<file path="src/rtl/busloop_pkg.sv">
package busloop_pkg;

  localparam int CTL_W      = 8;
  localparam int LOOP_W     = 5;
  localparam int CTL_TEST   = 7;
  localparam int CTL_WRITE  = 2;
  localparam int CTL_STROBE = 1;
  localparam logic [CTL_W-1:0] LOOP_MASK = 8'b0111_1001;

  typedef enum logic [1:0] {
    OP_LOAD_LOW  = 2'd0,
    OP_LOAD_HIGH = 2'd1,
    OP_START     = 2'd2,
    OP_NONE      = 2'd3
  } cmd_op_t;

  typedef enum logic [2:0] {
    PH_IDLE,
    PH_WSETUP,
    PH_WSTROBE,
    PH_WHOLD,
    PH_TURN,
    PH_RSTROBE,
    PH_RHOLD
  } phase_t;

  function automatic phase_t phase_after(input phase_t p);
    case (p)
      PH_WSETUP:  return PH_WSTROBE;
      PH_WSTROBE: return PH_WHOLD;
      PH_WHOLD:   return PH_TURN;
      PH_TURN:    return PH_RSTROBE;
      PH_RSTROBE: return PH_RHOLD;
      default:    return PH_IDLE;
    endcase
  endfunction

  function automatic logic is_write_phase(input phase_t p);
    return (p == PH_WSETUP) || (p == PH_WSTROBE) || (p == PH_WHOLD);
  endfunction

  function automatic logic is_strobe_phase(input phase_t p);
    return (p == PH_WSTROBE) || (p == PH_RSTROBE);
  endfunction

  // looped field bit k -> control line: 0,3,4,5,6
  function automatic logic [CTL_W-1:0] loop_to_ctl(input logic [LOOP_W-1:0] l);
    logic [CTL_W-1:0] c;
    c = '0;
    c[0] = l[0];
    c[3] = l[1];
    c[4] = l[2];
    c[5] = l[3];
    c[6] = l[4];
    return c;
  endfunction

  function automatic logic [LOOP_W-1:0] ctl_to_loop(input logic [CTL_W-1:0] c);
    return {c[6], c[5], c[4], c[3], c[0]};
  endfunction

endpackage

</file>
<file path="src/rtl/busloop_cmd_dec.sv">
module busloop_cmd_dec
  import busloop_pkg::*;
#(
  parameter int DATA_W = 32,
  parameter int ADDR_W = 16
) (
  input  logic              clk,
  input  logic              rst_n,
  input  logic              cmd_valid,
  input  logic [1:0]        cmd_op,
  input  logic [DATA_W-1:0] cmd_wdata,
  input  logic              busy,
  output logic              start_acc,
  output logic [DATA_W-1:0] pat_data,
  output logic [ADDR_W-1:0] pat_addr,
  output logic [LOOP_W-1:0] pat_loop
);

  localparam int HIGH_W = ADDR_W + LOOP_W;

  cmd_op_t op;
  logic    accept;
  logic    load_low;
  logic    load_high;

  assign op        = cmd_op_t'(cmd_op);
  assign accept    = cmd_valid && !busy;
  assign load_low  = accept && (op == OP_LOAD_LOW);
  assign load_high = accept && (op == OP_LOAD_HIGH);
  assign start_acc = accept && (op == OP_START);

  always_ff @(posedge clk) begin
    if (!rst_n) begin
      pat_data <= '0;
      pat_addr <= '0;
      pat_loop <= '0;
    end else begin
      if (load_low)
        pat_data <= cmd_wdata;
      if (load_high) begin
        pat_addr <= cmd_wdata[ADDR_W-1:0];
        pat_loop <= cmd_wdata[HIGH_W-1:ADDR_W];
      end
    end
  end

  AST_WORD_FROZEN_WHILE_BUSY: assert property (@(posedge clk) disable iff (!rst_n)
    busy |=> $stable({pat_loop, pat_addr, pat_data}));

endmodule

</file>
<file path="src/rtl/busloop_seq.sv">
module busloop_seq
  import busloop_pkg::*;
#(
  parameter int SETUP_CYC  = 4,
  parameter int STROBE_CYC = 4,
  parameter int HOLD_CYC   = 4
) (
  input  logic   clk,
  input  logic   rst_n,
  input  logic   start_acc,
  output phase_t phase,
  output logic   busy,
  output logic   cap_en,
  output logic   finish
);

  localparam int MAX_AB  = (SETUP_CYC > STROBE_CYC) ? SETUP_CYC : STROBE_CYC;
  localparam int MAX_LEN = (MAX_AB > HOLD_CYC) ? MAX_AB : HOLD_CYC;
  localparam int CNT_W   = $clog2(MAX_LEN + 1);
  localparam int TOTAL   = 2 * (SETUP_CYC + STROBE_CYC + HOLD_CYC);
  localparam int RUN_W   = $clog2(TOTAL + 2);

  function automatic logic [CNT_W-1:0] reload(input phase_t p);
    case (p)
      PH_WSETUP, PH_TURN:     return CNT_W'(SETUP_CYC - 1);
      PH_WSTROBE, PH_RSTROBE: return CNT_W'(STROBE_CYC - 1);
      PH_WHOLD, PH_RHOLD:     return CNT_W'(HOLD_CYC - 1);
      default:                return '0;
    endcase
  endfunction

  phase_t           phase_q;
  logic [CNT_W-1:0] cnt_q;
  logic             phase_end;

  assign phase     = phase_q;
  assign busy      = (phase_q != PH_IDLE);
  assign phase_end = busy && (cnt_q == '0);
  assign cap_en    = phase_end && (phase_q == PH_RSTROBE);
  assign finish    = phase_end && (phase_q == PH_RHOLD);

  always_ff @(posedge clk) begin
    if (!rst_n) begin
      phase_q <= PH_IDLE;
      cnt_q   <= '0;
    end else if (start_acc) begin
      phase_q <= PH_WSETUP;
      cnt_q   <= reload(PH_WSETUP);
    end else if (phase_end) begin
      phase_q <= phase_after(phase_q);
      cnt_q   <= reload(phase_after(phase_q));
    end else if (busy) begin
      cnt_q   <= cnt_q - 1'b1;
    end
  end

  // independent length counter for the run-length property
  logic [RUN_W-1:0] run_cnt;
  always_ff @(posedge clk) begin
    if (!rst_n)
      run_cnt <= '0;
    else if (start_acc)
      run_cnt <= '0;
    else if (busy)
      run_cnt <= run_cnt + 1'b1;
  end

  AST_START_ENTERS_WRITE: assert property (@(posedge clk) disable iff (!rst_n)
    start_acc |=> (phase_q == PH_WSETUP));

  AST_RUN_LENGTH: assert property (@(posedge clk) disable iff (!rst_n)
    $fell(busy) |-> (run_cnt == RUN_W'(TOTAL)));

endmodule

</file>
<file path="src/rtl/busloop_pins.sv">
module busloop_pins
  import busloop_pkg::*;
#(
  parameter int DATA_W = 32,
  parameter int ADDR_W = 16
) (
  input  logic              clk,
  input  logic              rst_n,
  input  phase_t            phase,
  input  logic              busy,
  input  logic              start_acc,
  input  logic              cap_en,
  input  logic              finish,
  input  logic [DATA_W-1:0] pat_data,
  input  logic [ADDR_W-1:0] pat_addr,
  input  logic [LOOP_W-1:0] pat_loop,
  input  logic [DATA_W-1:0] bus_data_i,
  input  logic [ADDR_W-1:0] bus_addr_i,
  input  logic [CTL_W-1:0]  bus_ctl_i,
  output logic [DATA_W-1:0] bus_data_o,
  output logic              bus_data_oe,
  output logic [ADDR_W-1:0] bus_addr_o,
  output logic              bus_addr_oe,
  output logic [CTL_W-1:0]  bus_ctl_o,
  output logic [CTL_W-1:0]  bus_ctl_oe,
  output logic [DATA_W+ADDR_W+LOOP_W-1:0] result,
  output logic              done,
  output logic              mismatch
);

  localparam int PAT_W = DATA_W + ADDR_W + LOOP_W;

  logic             drive;
  logic             strobe;
  logic [PAT_W-1:0] sent_word;
  logic [PAT_W-1:0] seen_word;
  logic [PAT_W-1:0] result_q;
  logic             done_q;
  logic             mism_q;

  assign drive     = is_write_phase(phase);
  assign strobe    = is_strobe_phase(phase);
  assign sent_word = {pat_loop, pat_addr, pat_data};
  assign seen_word = {ctl_to_loop(bus_ctl_i), bus_addr_i, bus_data_i};

  assign bus_data_o  = drive ? pat_data : '0;
  assign bus_addr_o  = drive ? pat_addr : '0;
  assign bus_data_oe = drive;
  assign bus_addr_oe = drive;
  assign bus_ctl_oe  = drive ? {CTL_W{1'b1}} : ~LOOP_MASK;

  always_comb begin
    bus_ctl_o             = loop_to_ctl(drive ? pat_loop : '0);
    bus_ctl_o[CTL_TEST]   = busy;
    bus_ctl_o[CTL_WRITE]  = drive;
    bus_ctl_o[CTL_STROBE] = strobe;
  end

  always_ff @(posedge clk) begin
    if (!rst_n) begin
      result_q <= '0;
      done_q   <= 1'b0;
      mism_q   <= 1'b0;
    end else begin
      if (cap_en)
        result_q <= seen_word;
      if (start_acc) begin
        done_q <= 1'b0;
        mism_q <= 1'b0;
      end else if (finish) begin
        done_q <= 1'b1;
        mism_q <= (result_q != sent_word);
      end
    end
  end

  assign result   = result_q;
  assign done     = done_q;
  assign mismatch = mism_q;

  AST_READ_STROBE_RELEASED: assert property (@(posedge clk) disable iff (!rst_n)
    (bus_ctl_o[CTL_STROBE] && !bus_ctl_o[CTL_WRITE]) |->
      (!bus_data_oe && !bus_addr_oe && ((bus_ctl_oe & LOOP_MASK) == '0)));

  AST_RELEASE_AHEAD_OF_STROBE: assert property (@(posedge clk) disable iff (!rst_n)
    ($rose(bus_ctl_o[CTL_STROBE]) && !bus_ctl_o[CTL_WRITE]) |->
      $past(!bus_data_oe && !bus_addr_oe));

  AST_WRITE_STROBE_DRIVEN: assert property (@(posedge clk) disable iff (!rst_n)
    (bus_ctl_o[CTL_STROBE] && bus_ctl_o[CTL_WRITE]) |->
      (bus_data_oe && bus_addr_oe && (bus_ctl_oe == '1)));

  AST_STROBE_IN_TEST_MODE: assert property (@(posedge clk) disable iff (!rst_n)
    bus_ctl_o[CTL_STROBE] |-> bus_ctl_o[CTL_TEST]);

  AST_DONE_STICKY: assert property (@(posedge clk) disable iff (!rst_n)
    (done_q && !start_acc) |=> done_q);

  AST_DONE_CLEARED_BY_START: assert property (@(posedge clk) disable iff (!rst_n)
    start_acc |=> (!done_q && !mism_q));

  AST_MISMATCH_NEEDS_DONE: assert property (@(posedge clk) disable iff (!rst_n)
    mism_q |-> done_q);

endmodule

</file>
<file path="src/rtl/busloop_master.sv">
module busloop_master
  import busloop_pkg::*;
#(
  parameter int DATA_W     = 32,
  parameter int ADDR_W     = 16,
  parameter int SETUP_CYC  = 4,
  parameter int STROBE_CYC = 4,
  parameter int HOLD_CYC   = 4
) (
  input  logic                              clk,
  input  logic                              rst_n,
  input  logic                              cmd_valid,
  input  logic [1:0]                        cmd_op,
  input  logic [DATA_W-1:0]                 cmd_wdata,
  output logic                              busy,
  output logic                              done,
  output logic                              mismatch,
  output logic [DATA_W+ADDR_W+LOOP_W-1:0]   result,
  output logic [DATA_W-1:0]                 bus_data_o,
  output logic                              bus_data_oe,
  input  logic [DATA_W-1:0]                 bus_data_i,
  output logic [ADDR_W-1:0]                 bus_addr_o,
  output logic                              bus_addr_oe,
  input  logic [ADDR_W-1:0]                 bus_addr_i,
  output logic [CTL_W-1:0]                  bus_ctl_o,
  output logic [CTL_W-1:0]                  bus_ctl_oe,
  input  logic [CTL_W-1:0]                  bus_ctl_i
);

  logic              start_acc;
  logic              cap_en;
  logic              finish;
  phase_t            phase;
  logic [DATA_W-1:0] pat_data;
  logic [ADDR_W-1:0] pat_addr;
  logic [LOOP_W-1:0] pat_loop;

  busloop_cmd_dec #(.DATA_W(DATA_W), .ADDR_W(ADDR_W)) u_cmd (
    .clk       (clk),
    .rst_n     (rst_n),
    .cmd_valid (cmd_valid),
    .cmd_op    (cmd_op),
    .cmd_wdata (cmd_wdata),
    .busy      (busy),
    .start_acc (start_acc),
    .pat_data  (pat_data),
    .pat_addr  (pat_addr),
    .pat_loop  (pat_loop)
  );

  busloop_seq #(.SETUP_CYC(SETUP_CYC), .STROBE_CYC(STROBE_CYC), .HOLD_CYC(HOLD_CYC)) u_seq (
    .clk       (clk),
    .rst_n     (rst_n),
    .start_acc (start_acc),
    .phase     (phase),
    .busy      (busy),
    .cap_en    (cap_en),
    .finish    (finish)
  );

  busloop_pins #(.DATA_W(DATA_W), .ADDR_W(ADDR_W)) u_pins (
    .clk         (clk),
    .rst_n       (rst_n),
    .phase       (phase),
    .busy        (busy),
    .start_acc   (start_acc),
    .cap_en      (cap_en),
    .finish      (finish),
    .pat_data    (pat_data),
    .pat_addr    (pat_addr),
    .pat_loop    (pat_loop),
    .bus_data_i  (bus_data_i),
    .bus_addr_i  (bus_addr_i),
    .bus_ctl_i   (bus_ctl_i),
    .bus_data_o  (bus_data_o),
    .bus_data_oe (bus_data_oe),
    .bus_addr_o  (bus_addr_o),
    .bus_addr_oe (bus_addr_oe),
    .bus_ctl_o   (bus_ctl_o),
    .bus_ctl_oe  (bus_ctl_oe),
    .result      (result),
    .done        (done),
    .mismatch    (mismatch)
  );

endmodule

</file>
<file path="config.mk">
export PLATFORM = sky130hd
export DESIGN_NAME = busloop_master
export DESIGN_NICKNAME = d
export VERILOG_FILES = /design/src/rtl/busloop_pkg.sv /design/src/rtl/busloop_cmd_dec.sv /design/src/rtl/busloop_seq.sv /design/src/rtl/busloop_pins.sv /design/src/rtl/busloop_master.sv
export SDC_FILE = /design/constraint.sdc
export NUM_CORES = 1
export LEC_CHECK = 0
export BUFFER_PORTS_ARGS = -buffer_cell sky130_fd_sc_hd__buf_4
export CORE_MARGIN = 3
export CORE_UTILIZATION = 35
export CTS_BUF_LIST = sky130_fd_sc_hd__clkbuf_8
export DETAILED_ROUTE_END_ITERATION = 6
export PLACE_DENSITY = 0.61
export REMOVE_ABC_BUFFERS = 1
export SLEW_MARGIN = 15
export SYNTH_ARGS = -nofsm -noshare
export SYNTH_HDL_FRONTEND = slang
export SYNTH_SLANG_ARGS = --single-unit
</file>
<file path="constraint.sdc">
create_clock -name clk -period 1.7 [get_ports clk]
set_input_delay 0.34 -clock clk [delete_from_list [all_inputs] [get_ports clk]]
set_output_delay 0.34 -clock clk [all_outputs]
set_load 0.01 [all_outputs]
</file>
==> summary.md, run 1 <==
| Metric | Value |
|---|---|
| Max Freq | roughly 0.52 GHz |
| # setup viols final | 63 |
| First-pass GRT wire length | around 26 mm |
| Maximum vdd drop | between 0.4 and 0.5 mV |
| Req. time, crit path | 1.36 ns |
| Gpl congestion | 0.819 |
| Switch share | about a quarter |
| Clk pwr share | between 30% and 40% |
| FP Rows | between 40 and 50 |
| Setup TNS | -11.04 ns |
| Crit-path cells | nor2_4 -> nor2_4 -> buf_12 -> buf_12 -> and2_1 -> buf_4 |
| CP startpoint kind | flip-flop |
| Clk Latency, worst-skew pair | 0.44 ns |
| Critical path class | reg -> out |
| Syn Std Cell Area | roughly 5400 um^2 |
| Worst reg2reg path startpoint | u_seq.phase[1] |
| Tot Pwr | 6.36 mW |
| Critical Path Fanout Max | 14 |
| Failing checks | setup timing |
| Fin nets | between 900 and 1000 |
| H-tree levels | 4 |
| Gr busiest metal | met2 |
| CTS sink cnt | 114 |
| Ant. Diodes | 0 |
| R2R setup slack | roughly 0.03 ns |
| Number of global-route vias before repair | 5033 |
| Synth Area per Inst | just over 8 um^2 |
| Minimum clock period | about 1.9 ns |
| Reg clk slew, reported paths | approximately 0.070 ns |
| Post-DP HPWL | approximately 12 mm |
| Sequential cell area | ~2300 um^2 |
| Met1 usage in global routing | about a quarter |
| Sequential share of power | approximately 44% |
| Clock buffer depth | 2 |
| Post-synthesis sequential area ratio | 42.2% |
| Top Ports | between 200 and 250 |
| CP arrival | 1.57 ns |
| Worst Hold Class | in -> reg |
| DR vias/cell | a little under 5 |
| Outcome | complete, but fails checks |
| Layout Skew | 0.0112 ns |
| Wire per inst | roughly 16 um |
| Final hold violations | 0 |
| Cell variety after synth | 36 |
| Sw Pwr | around 1.6 mW |
| Fin util | a little under three fifths |
| DR iter-0 viols | about 290 |
| Setup crit end | bus_addr_o[6] |
| Syn. warnings | 0 |
| Drt total wl | 17.8 mm |
| Fin. max-slew vios | 0 |
| RSZ-0062 raised after global routing | yes |
| Cells after Synth | approximately 660 |
| Core area | ~15000 um^2 |
| Root Buffer | clkbuf_8 |
| Die height | roughly 130 um |
| Hold buffers post-CTS | 0 |
| Die W | about 130 um |
| Multi-input logic area | 3010 um^2 |
| Internal | between 4 and 5 mW |
| Fill count | 1388 |
| Met3 GRT Util | ~7.6% |
| CP max-delay cell | dfxtp_4 |
| Area growth syn-to-layout | 52.9% |
| CP peak stage delay | between 0.3 and 0.4 ns |
| GRT Residual Overflow | 0 |
| Buffers added on ports | approximately 210 |
| Tot GR Track Use | ~20% |
| Endpoint class of the critical path | primary output |
| Initial Util | 36.5% |
| Largest net degree at the start of global routing | 44 |
| Cell Pwr Density | 770 nW/um^2 |
| Total CTS buffers | 17 |
| CTS tree | built |
| Final worst slack | -0.208 ns |
| Vias | roughly 5200 |
| Die ar. | 17000 um^2 |
| Met2 track demand over resource | between 30% and 40% |
| Setup crit start | u_seq.phase[1] |
| 1st-pass router iterations | 6 |
| Maxcap violations | 0 |
| Initial antenna violation count | 0 |
| R2R cell count | 8 |
| DRC | 0 |
| Leakage Power | ~3.7 nW |
| Synth Register Bits | approximately 110 |
| Share of cells above drive strength 1 | 38.1% |
| Period utilisation layout | 112% |
| R2r endpoint | u_cmd.pat_data[0] |
| Combinational power share | 18.4% |
| Post-DRT Antenna Nets | 0 |
## metal layers
layer	vias up	part of all wire, %
met4	0	1.3
li1	2568	-
met5	-	0
met3	16	7.5
met2	167	47
met1	2435	44
## worst min path at each step
| stage | from | end | slack (ns) | depth (start not counted) |
|---|---|---|---|---|
| after floorplan | u_cmd.pat_addr[1] | u_cmd.pat_addr[1] | 0.46 | 2 |
| after global placement | u_cmd.pat_data[5] | u_cmd.pat_data[5] | 0.47 | 2 |
| after detailed placement | u_cmd.pat_data[17] | u_cmd.pat_data[17] | 0.47 | 2 |
| after CTS | cmd_wdata[24] | u_cmd.pat_data[24] | 0.12 | 3 |
| after global routing | cmd_wdata[21] | u_cmd.pat_data[21] | 0.11 | 3 |
| final | cmd_wdata[21] | u_cmd.pat_data[21] | 0.15 | 3 |
## cells by family (layout without fill, tap and decap cells)
group,after synthesis,in the layout,synth area share (%)
and+or+nand+nor,317,317,26.6
AOI/OAI and AO/OA,119,119,16.3
DFF,114,114,42.2
buffers and inverters,58,288,5.67
xor gates and xnor gates,53,53,8.59
adders and majority gates,2,2,0.463
other,1,3,0.0694
## area by class of cell
class / count / area share [%]
multi-input combinational: 494 / 36.4
timing repair buffer: 255 / 28.4
tap: 184 / 2.79
clock buffer: 23 / 3.83
inverter: 3 / 0.136
sequential: 114 / 27.8
clock inverter: 7 / 0.697
## power groups by stage
stage               clock network [mW]  registers, mW  logic [mW]
finish                            2.39           2.80        1.17
global route                      2.57           2.80        1.26
floorplan                            0           2.84       0.346
global placement                     0           2.85       0.865
detailed placement                   0           2.85       0.880
CTS                               2.45           2.79        1.11
## repair_timing
item	CTS	global route
pin swaps	6	3
hold endpoints to repair	0	0
setup endpoints to repair	64	173
cloned	3	2
setup buffers	10	4
resized for setup	93	49
## per-stage QoR
step | cell area (um^2) | instances | hold slack, ns | worst slack (ns)
after floorplan | 5110 | 611 | 0.455 | -1.64
after global placement | 7220 | 1031 | 0.465 | 0.118
after detailed placement | 7220 | 1031 | 0.471 | 0.0339
after CTS | 8070 | 1074 | 0.125 | -0.235
after global routing | 8260 | 1080 | 0.115 | -0.272
final | 8260 | 1080 | 0.149 | -0.208
## cell usage after synthesis (all sizes together)
| master | count | area (um^2) |
|---|---|---|
| clkbuf | 25 | 93.8 |
| nor2 | 8 | 30.0 |
| o211a | 2 | 20.0 |
| nand4b | 3 | 26.3 |
| a21oi | 5 | 25.0 |
| nand4 | 6 | 37.5 |
| a21boi | 107 | 803 |
| o22a | 1 | 8.76 |
| xnor2 | 17 | 149 |
| nor3b | 2 | 20.0 |
| o21ai | 2 | 10.0 |
| nand2 | 220 | 828 |
| nor2b | 2 | 12.5 |
| and3 | 1 | 6.26 |
| dfxtp | 114 | 2280 |
| nand3 | 2 | 10.0 |
| nand2b | 2 | 12.5 |
| nor4b | 1 | 8.76 |
| xor2 | 36 | 315 |
| and2 | 53 | 332 |
| ha | 2 | 25.0 |
| buf | 30 | 201 |
| inv | 3 | 11.3 |
| nor3 | 6 | 46.3 |
| nor4 | 10 | 62.6 |
| o211ai | 1 | 7.51 |
| conb | 1 | 3.75 |
| o21a | 1 | 7.51 |
| or3 | 1 | 6.26 |
## registers in the layout, summed over array words and instances, names as in the netlist
name             flops
u_cmd.pat_addr      16
u_cmd.pat_data      32
u_cmd.pat_loop       5
u_pins.done          1
u_pins.mismatch      1
u_pins.result       53
u_seq.cnt_q          3
u_seq.phase          3
## placed cells by master, fill, tap and decap left out, drive strengths merged
cell type / synthesis / layout
nor2b: 2 / 2
clkinv: 0 / 4
o211a: 2 / 2
nand3: 2 / 2
o22a: 1 / 1
nand2b: 2 / 2
nor2: 8 / 8
o21a: 1 / 1
nand4b: 3 / 3
clkbuf: 25 / 25
xnor2: 17 / 17
nor4: 10 / 10
o21ai: 2 / 2
ha: 2 / 2
o211ai: 1 / 1
nand4: 6 / 6
a21boi: 107 / 107
nand2: 220 / 220
or3: 1 / 1
nor4b: 1 / 1
xor2: 36 / 36
and3: 1 / 1
a21oi: 5 / 5
and2: 53 / 53
inv: 3 / 5
buf: 30 / 253
nor3b: 2 / 2
conb: 1 / 3
dfxtp: 114 / 114
nor3: 6 / 6
bufinv: 0 / 1
## worst max-delay path, delay by kind of cell (launching register included)
family                 cells  cell delay [ns]
buffers and inverters      3             0.42
and+or+nand+nor            3             0.37
DFF                        1             0.35
Power figures use the tool's default switching activity.
==> inputs of run 2 (changes only) <==
Settings changed: CTS_CLUSTER_SIZE from default to 14, SYNTH_HIERARCHICAL from default to 1.
==> summary.md, run 2 <==
| Metric | Value |
|---|---|
| CP startpoint kind | flip-flop |
| Initial antenna violation count | 0 (unchanged) |
| Post-DP HPWL | 11.6 mm (-6.9%) |
| GRT Residual Overflow | 0 (unchanged) |
| Period utilisation layout | 112% (about the same) |
| Final worst slack | -0.208 ns (+0.000211 ns) |
| Layout Skew | 0.00676 ns (-0.00448 ns) |
| H-tree levels | 4 (unchanged) |
| Maximum vdd drop | 0.410 mV (-11%) |
| Top Ports | 215 (unchanged) |
| Die W | 132 um (+1.7%) |
| Gpl congestion | 0.797 (-2.7%) |
| Total CTS buffers | 17 (unchanged) |
| R2r endpoint | u_pins/result[5] |
| Largest net degree at the start of global routing | 70 (+59%) |
| EDFF count, synth | 0 (unchanged) |
| Setup crit end | bus_data_o[18] |
| Setup TNS | -15.74 ns (-4.71 ns) |
| Syn. warnings | 6 (+6) |
| Drt total wl | 19.1 mm (+7.4%) |
| Most frequent cells in the layout | 176 x buf_4, 109 x dfxtp_1, 101 x mux2i_1 |
| Number of global-route vias before repair | 5364 (+6.6%) |
| Syn Std Cell Area | 5600 um^2 (+3.6%) |
| Endpoint class of the critical path | primary output |
| Tot Pwr | 6.03 mW (-5.2%) |
| Ant. Diodes | 0 (unchanged) |
| Most common cell after layout, fill and taps aside | buf_4 |
| CP arrival | 1.57 ns (about the same) |
| Fin nets | 952 (-2.9%) |
| DR iter-0 viols | 206 (-30%) |
| Cell variety after synth | 45 (+25%) |
| DRC | 0 (unchanged) |
| Cells after Synth | 597 (-10%) |
| Cell taking the most area after synthesis | dfxtp_1 |
| Most frequent cells after synthesis | 114 x dfxtp_1, 106 x mux2i_1, 89 x nand2_1 |
| # setup viols final | 123 (+95%) |
| Cell with the most instances after synthesis | dfxtp_1 |
| Critical path class | reg -> out |
| Root Buffer | clkbuf_8 |
| Largest register FFs | 53 (unchanged) |
| CTS tree | built |
| Worst Hold Class | in -> reg |
| Pre-CTS setup slack | -0.353 ns (-0.387 ns) |
| DR vias/cell | 4.71 (-2.0%) |
| Post-synth top flop | dfxtp_1 |
| Final hold violations | 0 (unchanged) |
| Vias | 5072 (-2.2%) |
| Clk Latency, worst-skew pair | 0.44 ns (about the same) |
| Ys async rst share | 0% (unchanged) |
| First-pass GRT wire length | 29.2 mm (+11%) |
| Area growth syn-to-layout | 61.1% |
| Post-route cell area | 9020 um^2 (+9.2%) |
| Yosys top cell area share | 40.8% (-1.5 points) |
| Synth Register Bits | 114 (unchanged) |
| Die height | 132 um (+1.7%) |
| Tot GR Track Use | 21.3% (+1.1 points) |
| Initial Util | 36.3% (-0.19 points) |
| Max Freq | 0.524 GHz (about the same) |
| Wire per inst | 17.7 um (+7.6%) |
| Reg clk slew, reported paths | 0.07 ns (about the same) |
| Setup crit start | u_seq/phase[1] |
| Post-DRT Antenna Nets | 0 (unchanged) |
| Post-synthesis sequential area ratio | 40.8% (-1.5 points) |
| Worst reg2reg path startpoint | u_seq/cnt_q[1] |
| Buffers added on ports | 208 (unchanged) |
| Failing checks | setup timing |
| Minimum clock period | 1.91 ns (-0.000211 ns) |
| 1st-pass router iterations | 4 (-2) |
| Cell Pwr Density | 669 nW/um^2 (-13%) |
| Core area | 15400 um^2 (+4.2%) |
| Fill count | 1392 (+0.29%) |
| Share of cells above drive strength 1 | 46.4% (+8.3 points) |
| Critical Path Fanout Max | 9 (-5) |
| CTS sink cnt | 114 (unchanged) |
| FP Rows | 45 (+2.3%) |
| Leakage Power | 4.03 nW (+10%) |
| Outcome | complete, but fails checks |
| R2R setup slack | -0.14 ns (-0.17 ns) |
| Synth Area per Inst | 9.38 um^2 (+15%) |
| Fin. max-slew vios | 0 (unchanged) |
| Clock buffer depth | 2 (unchanged) |
| HP Start | bus_data_i[15] |
| RSZ-0062 raised after global routing | yes |
| Fin util | 58.5% (+2.7 points) |
| Cell Area, Placed | 7400 um^2 (+2.5%) |
| Dominant cells by area after synthesis | dfxtp_1 41%, mux2i_1 19%, nand2_1 6.0% |
| R2R cell count | 10 (+2) |
| Hold buffers post-CTS | 0 (unchanged) |
| Maxcap violations | 0 (unchanged) |
| Die ar. | 17600 um^2 (+3.5%) |
| Req. time, crit path | 1.36 ns (about the same) |
## run 2: power by group
group / switching, mW / leakage [nW] / internal [mW]
clock: 1.07 / 0.192 / 1.16
combinational: 0.455 / 2.92 / 0.560
sequential: 0.0589 / 0.924 / 2.73
total: 1.59 / 4.03 / 4.45
## run 2: layer usage
metal  up-vias  part of all wire (%)  track usage (%)
li1       2481                     -                -
met1      2381                    45             27.7
met2       196                    48             34.5
met3        14                   6.5             6.05
met4         0                  0.81             6.18
met5         -                     0                0
## run 2: logic make-up after synthesis
logic type	share of synthesized area (%)
XOR/XNOR	7.98
adder cells (fa/ha/maj)	0.670
flip-flops	40.8
AND/OR/NAND/NOR	22.7
buffers and inverters	5.90
multiplexers	18.9
AO/OA/AOI/OAI	2.93
other	0.0670
## run 2: what timing repair did
item	4_1_cts	5_1_grt
pin swaps	16	15
setup buffers	39	15
endpoints found under the setup margin	176	173
cloned	11	1
resized for setup	166	35
## run 2: per-stage QoR
| step | cells | hold slack, ns |
|---|---|---|
| CTS | 1070 | 0.134 |
| finish | 1078 | 0.160 |
| floorplan | 553 | 0.435 |
| detailed placement | 995 | 0.456 |
| global placement | 995 | 0.451 |
| global route | 1078 | 0.145 |
## run 2: cell type report
class	count	area (um^2)	area share, %
multi-input cells	430	3320	36.8
repair buffers	281	2760	30.6
flip-flops and latches	114	2290	25.4
clock buffers	22	303	3.36
well taps	211	264	2.93
inverters	12	45.0	0.499
clock inverters	8	37.5	0.416
## run 2: worst min-delay path by stage
stage                          to  slack (ns)  cells past startpoint
2_1_floorplan  u_cmd/pat_data[10]        0.43                      2
3_3_place_gp   u_cmd/pat_data[10]        0.45                      2
3_5_place_dp   u_cmd/pat_data[10]        0.46                      2
4_1_cts         u_pins/result[15]        0.13                      3
5_1_grt        u_cmd/pat_data[28]        0.14                      3
6_report        u_pins/result[15]        0.16                      3
## run 2: critical path, stage by stage (launching register included)
cell and delay, ns:
dfxtp_2 0.34, nor2_4 0.17, buf_12 0.15, nor2_4 0.04
buf_12 0.14, and2_1 0.16, buf_6 0.12
==> inputs of run 3 (changes only) <==
Settings changed: REMOVE_ABC_BUFFERS 1 to default, SYNTH_HIERARCHICAL 1 to default.
==> summary.md, run 3 (same netlist as run 1, synthesis figures left out) <==
| Metric | Value |
|---|---|
| Tot Pwr | 6.57 mW (+8.9%) |
| Rel. slew slack | between 60% and 70% |
| Clk Latency, worst-skew pair | 0.43 ns (about the same) |
| Root Buffer | clkbuf_8 |
| Sw Pwr | 1.67 mW (+5.6%) |
| Max Freq | 0.510 GHz (-2.6%) |
| Die height | 130 um (-1.7%) |
| Period utilisation layout | 115% (+3.0 points) |
| GRT Residual Overflow | 0 (unchanged) |
| Switch share | 25.5% (-0.78 points) |
| Sequential share of power | 42.6% (-3.6 points) |
| CP arrival | 1.62 ns (+0.05 ns) |
| Fin. max-slew vios | 0 (unchanged) |
| Post-route insts no fill | 1072 (-0.56%) |
| Gr busiest metal | met2 |
| Most frequent cells in the layout | 219 x nand2_1, 189 x buf_4, 111 x dfxtp_1 |
| DRC | 0 (unchanged) |
| Buffers added on ports | 208 (unchanged) |
| Reg clk slew, reported paths | 0.07 ns (about the same) |
| H-tree levels | 4 (unchanged) |
| Hold buffers post-CTS | 0 (unchanged) |
| # setup viols final | 65 (-47%) |
| Share of cells above drive strength 1 | 36.4% (-10 points) |
| Least-Margin Pin Slew | about 0.50 ns |
| Tot GR Track Use | 21.2% (-0.12 points) |
| Gpl congestion | 0.821 (+3.0%) |
| Cell Pwr Density | 804 nW/um^2 (+20%) |
| Die W | 130 um (-1.7%) |
| Worst Hold Class | in -> reg |
| Most common cell after layout, fill and taps aside | nand2_1 |
| Outcome | complete, but fails checks |
| Failing checks | setup timing |
| CTS tree | built |
| DR iter-0 viols | 211 (+2.4%) |
| Minimum clock period | 1.96 ns (+0.0511 ns) |
| Vias | 5263 (+3.8%) |
| CTS sink cnt | 114 (unchanged) |
| Combinational power share | 16.7% (about the same) |
| Fin util | 55.1% (-3.3 points) |
| Largest net degree at the start of global routing | 37 (-47%) |
| Area growth syn-to-layout | 51.1% |
| Fill count | 1413 (+1.5%) |
| Req. time, crit path | 1.36 ns (about the same) |
| Internal | 4.89 mW (+10%) |
| Met1 usage in global routing | 26.3% (-1.4 points) |
| Endpoint class of the critical path | primary output |
| Post-DP HPWL | 13.7 mm (+19%) |
| Number of global-route vias before repair | 5088 (-5.1%) |
| Ant. Diodes | 0 (unchanged) |
| Leakage Power | 3.61 nW (-10%) |
| Total CTS buffers | 17 (unchanged) |
| Clock buffer depth | 2 (unchanged) |
| Core area | 14800 um^2 (-4.0%) |
| First-pass GRT wire length | 27.1 mm (-7.0%) |
| Wire per inst | 18.0 um (+1.7%) |
| Met2 track demand over resource | 35.2% (+0.76 points) |
| RSZ-0062 raised after global routing | yes |
| Top Ports | 215 (unchanged) |
| Placed Cells | 1023 (+2.8%) |
| Maximum vdd drop | 0.446 mV (+8.8%) |
| Clk pwr share | 40.8% (+3.8 points) |
| FP Rows | 44 (-2.2%) |
| Post-DRT Antenna Nets | 0 (unchanged) |
| Final worst slack | -0.259 ns (-0.0511 ns) |
| Layout Skew | 0.00738 ns (+0.000612 ns) |
| Critical path class | reg -> out |
| Post-route cell area | 8160 um^2 (-9.5%) |
| Met3 GRT Util | 5.20% (-0.85 points) |
| Initial antenna violation count | 0 (unchanged) |
| 1st-pass router iterations | 4 (unchanged) |
| Fin nets | 970 (+1.9%) |
| Maxcap violations | 0 (unchanged) |
| Cell Area, Placed | 7210 um^2 (-2.5%) |
| CP startpoint kind | flip-flop |
| Die ar. | 17000 um^2 (-3.4%) |
| Final hold violations | 0 (unchanged) |
| DR vias/cell | 4.91 (+4.3%) |
| Initial Util | 36.5% (+0.19 points) |
| Drt total wl | 19.3 mm (+1.2%) |
| Largest register FFs | 53 (unchanged) |
| Critical Path Fanout Max | 9 (unchanged) |
==> run 3: per-stage QoR <==
| stage | hold WS (ns) | setup TNS, ns | setup WS (ns) |
|---|---|---|---|
| floorplan | 0.455 | 0 | 0.0281 |
| global placement | 0.463 | 0 | 0.0504 |
| detailed placement | 0.473 | -0.0515 | -0.0374 |
| CTS | 0.118 | -12.18 | -0.254 |
| global route | 0.137 | -17.48 | -0.311 |
| finish | 0.153 | -12.44 | -0.259 |
==> run 3: power by group through the flow <==
| stage | Sequential, mW | Combinational, mW | Clock, mW |
|---|---|---|---|
| 2_1_floorplan | 2.83 | 0.463 | 0 |
| 3_3_place_gp | 2.85 | 0.854 | 0 |
| 3_5_place_dp | 2.85 | 0.875 | 0 |
| 4_1_cts | 2.79 | 0.961 | 2.74 |
| 5_1_grt | 2.80 | 1.18 | 2.84 |
| 6_report | 2.80 | 1.10 | 2.68 |
==> run 3: cell type report <==
cell class                 count  area (um^2)  share of cell area (%)
inverter                       3         11.3                   0.138
multi-input combinational    494         2990                    36.6
tap                          184          230                    2.82
timing repair buffer         245         2220                    27.2
clock inverter                11          134                    1.64
clock buffer                  21          289                    3.54
sequential                   114         2290                    28.1
==> run 3: what timing repair did <==
item | in CTS | in global routing
buffers inserted | 7 | 4
pin swaps | 4 | 5
endpoints found under the setup margin | 89 | 133
gates cloned | 1 | 8
resized for setup | 29 | 64
==> run 3: critical path, cell delays in order, from the launching register on <==
cell,delay (ns)
dfxtp_4,0.35
buf_6,0.11
nor2_4,0.17
buf_12,0.15
buf_12,0.12
and2_1,0.16
buf_4,0.13
==> run 3: worst paths after layout <==
check,end,start,cells after the start,slack [ns]
worst max-delay path,bus_addr_o[8],u_seq.phase[2],6,-0.26
worst min-delay path,u_cmd.pat_data[28],cmd_wdata[28],3,0.15
worst max register to register,u_cmd.pat_data[21],u_seq.phase[2],8,0
worst min register to register,u_cmd.pat_data[25],u_cmd.pat_data[25],2,0.48
==> run 3: routing by layer <==
metal  vias to the layer above  part of all wire, %
met4                         0                  2.8
met1                      2480                   42
met2                       186                   49
met3                        38                  6.3
met5                         -                    0
li1                       2559                    -
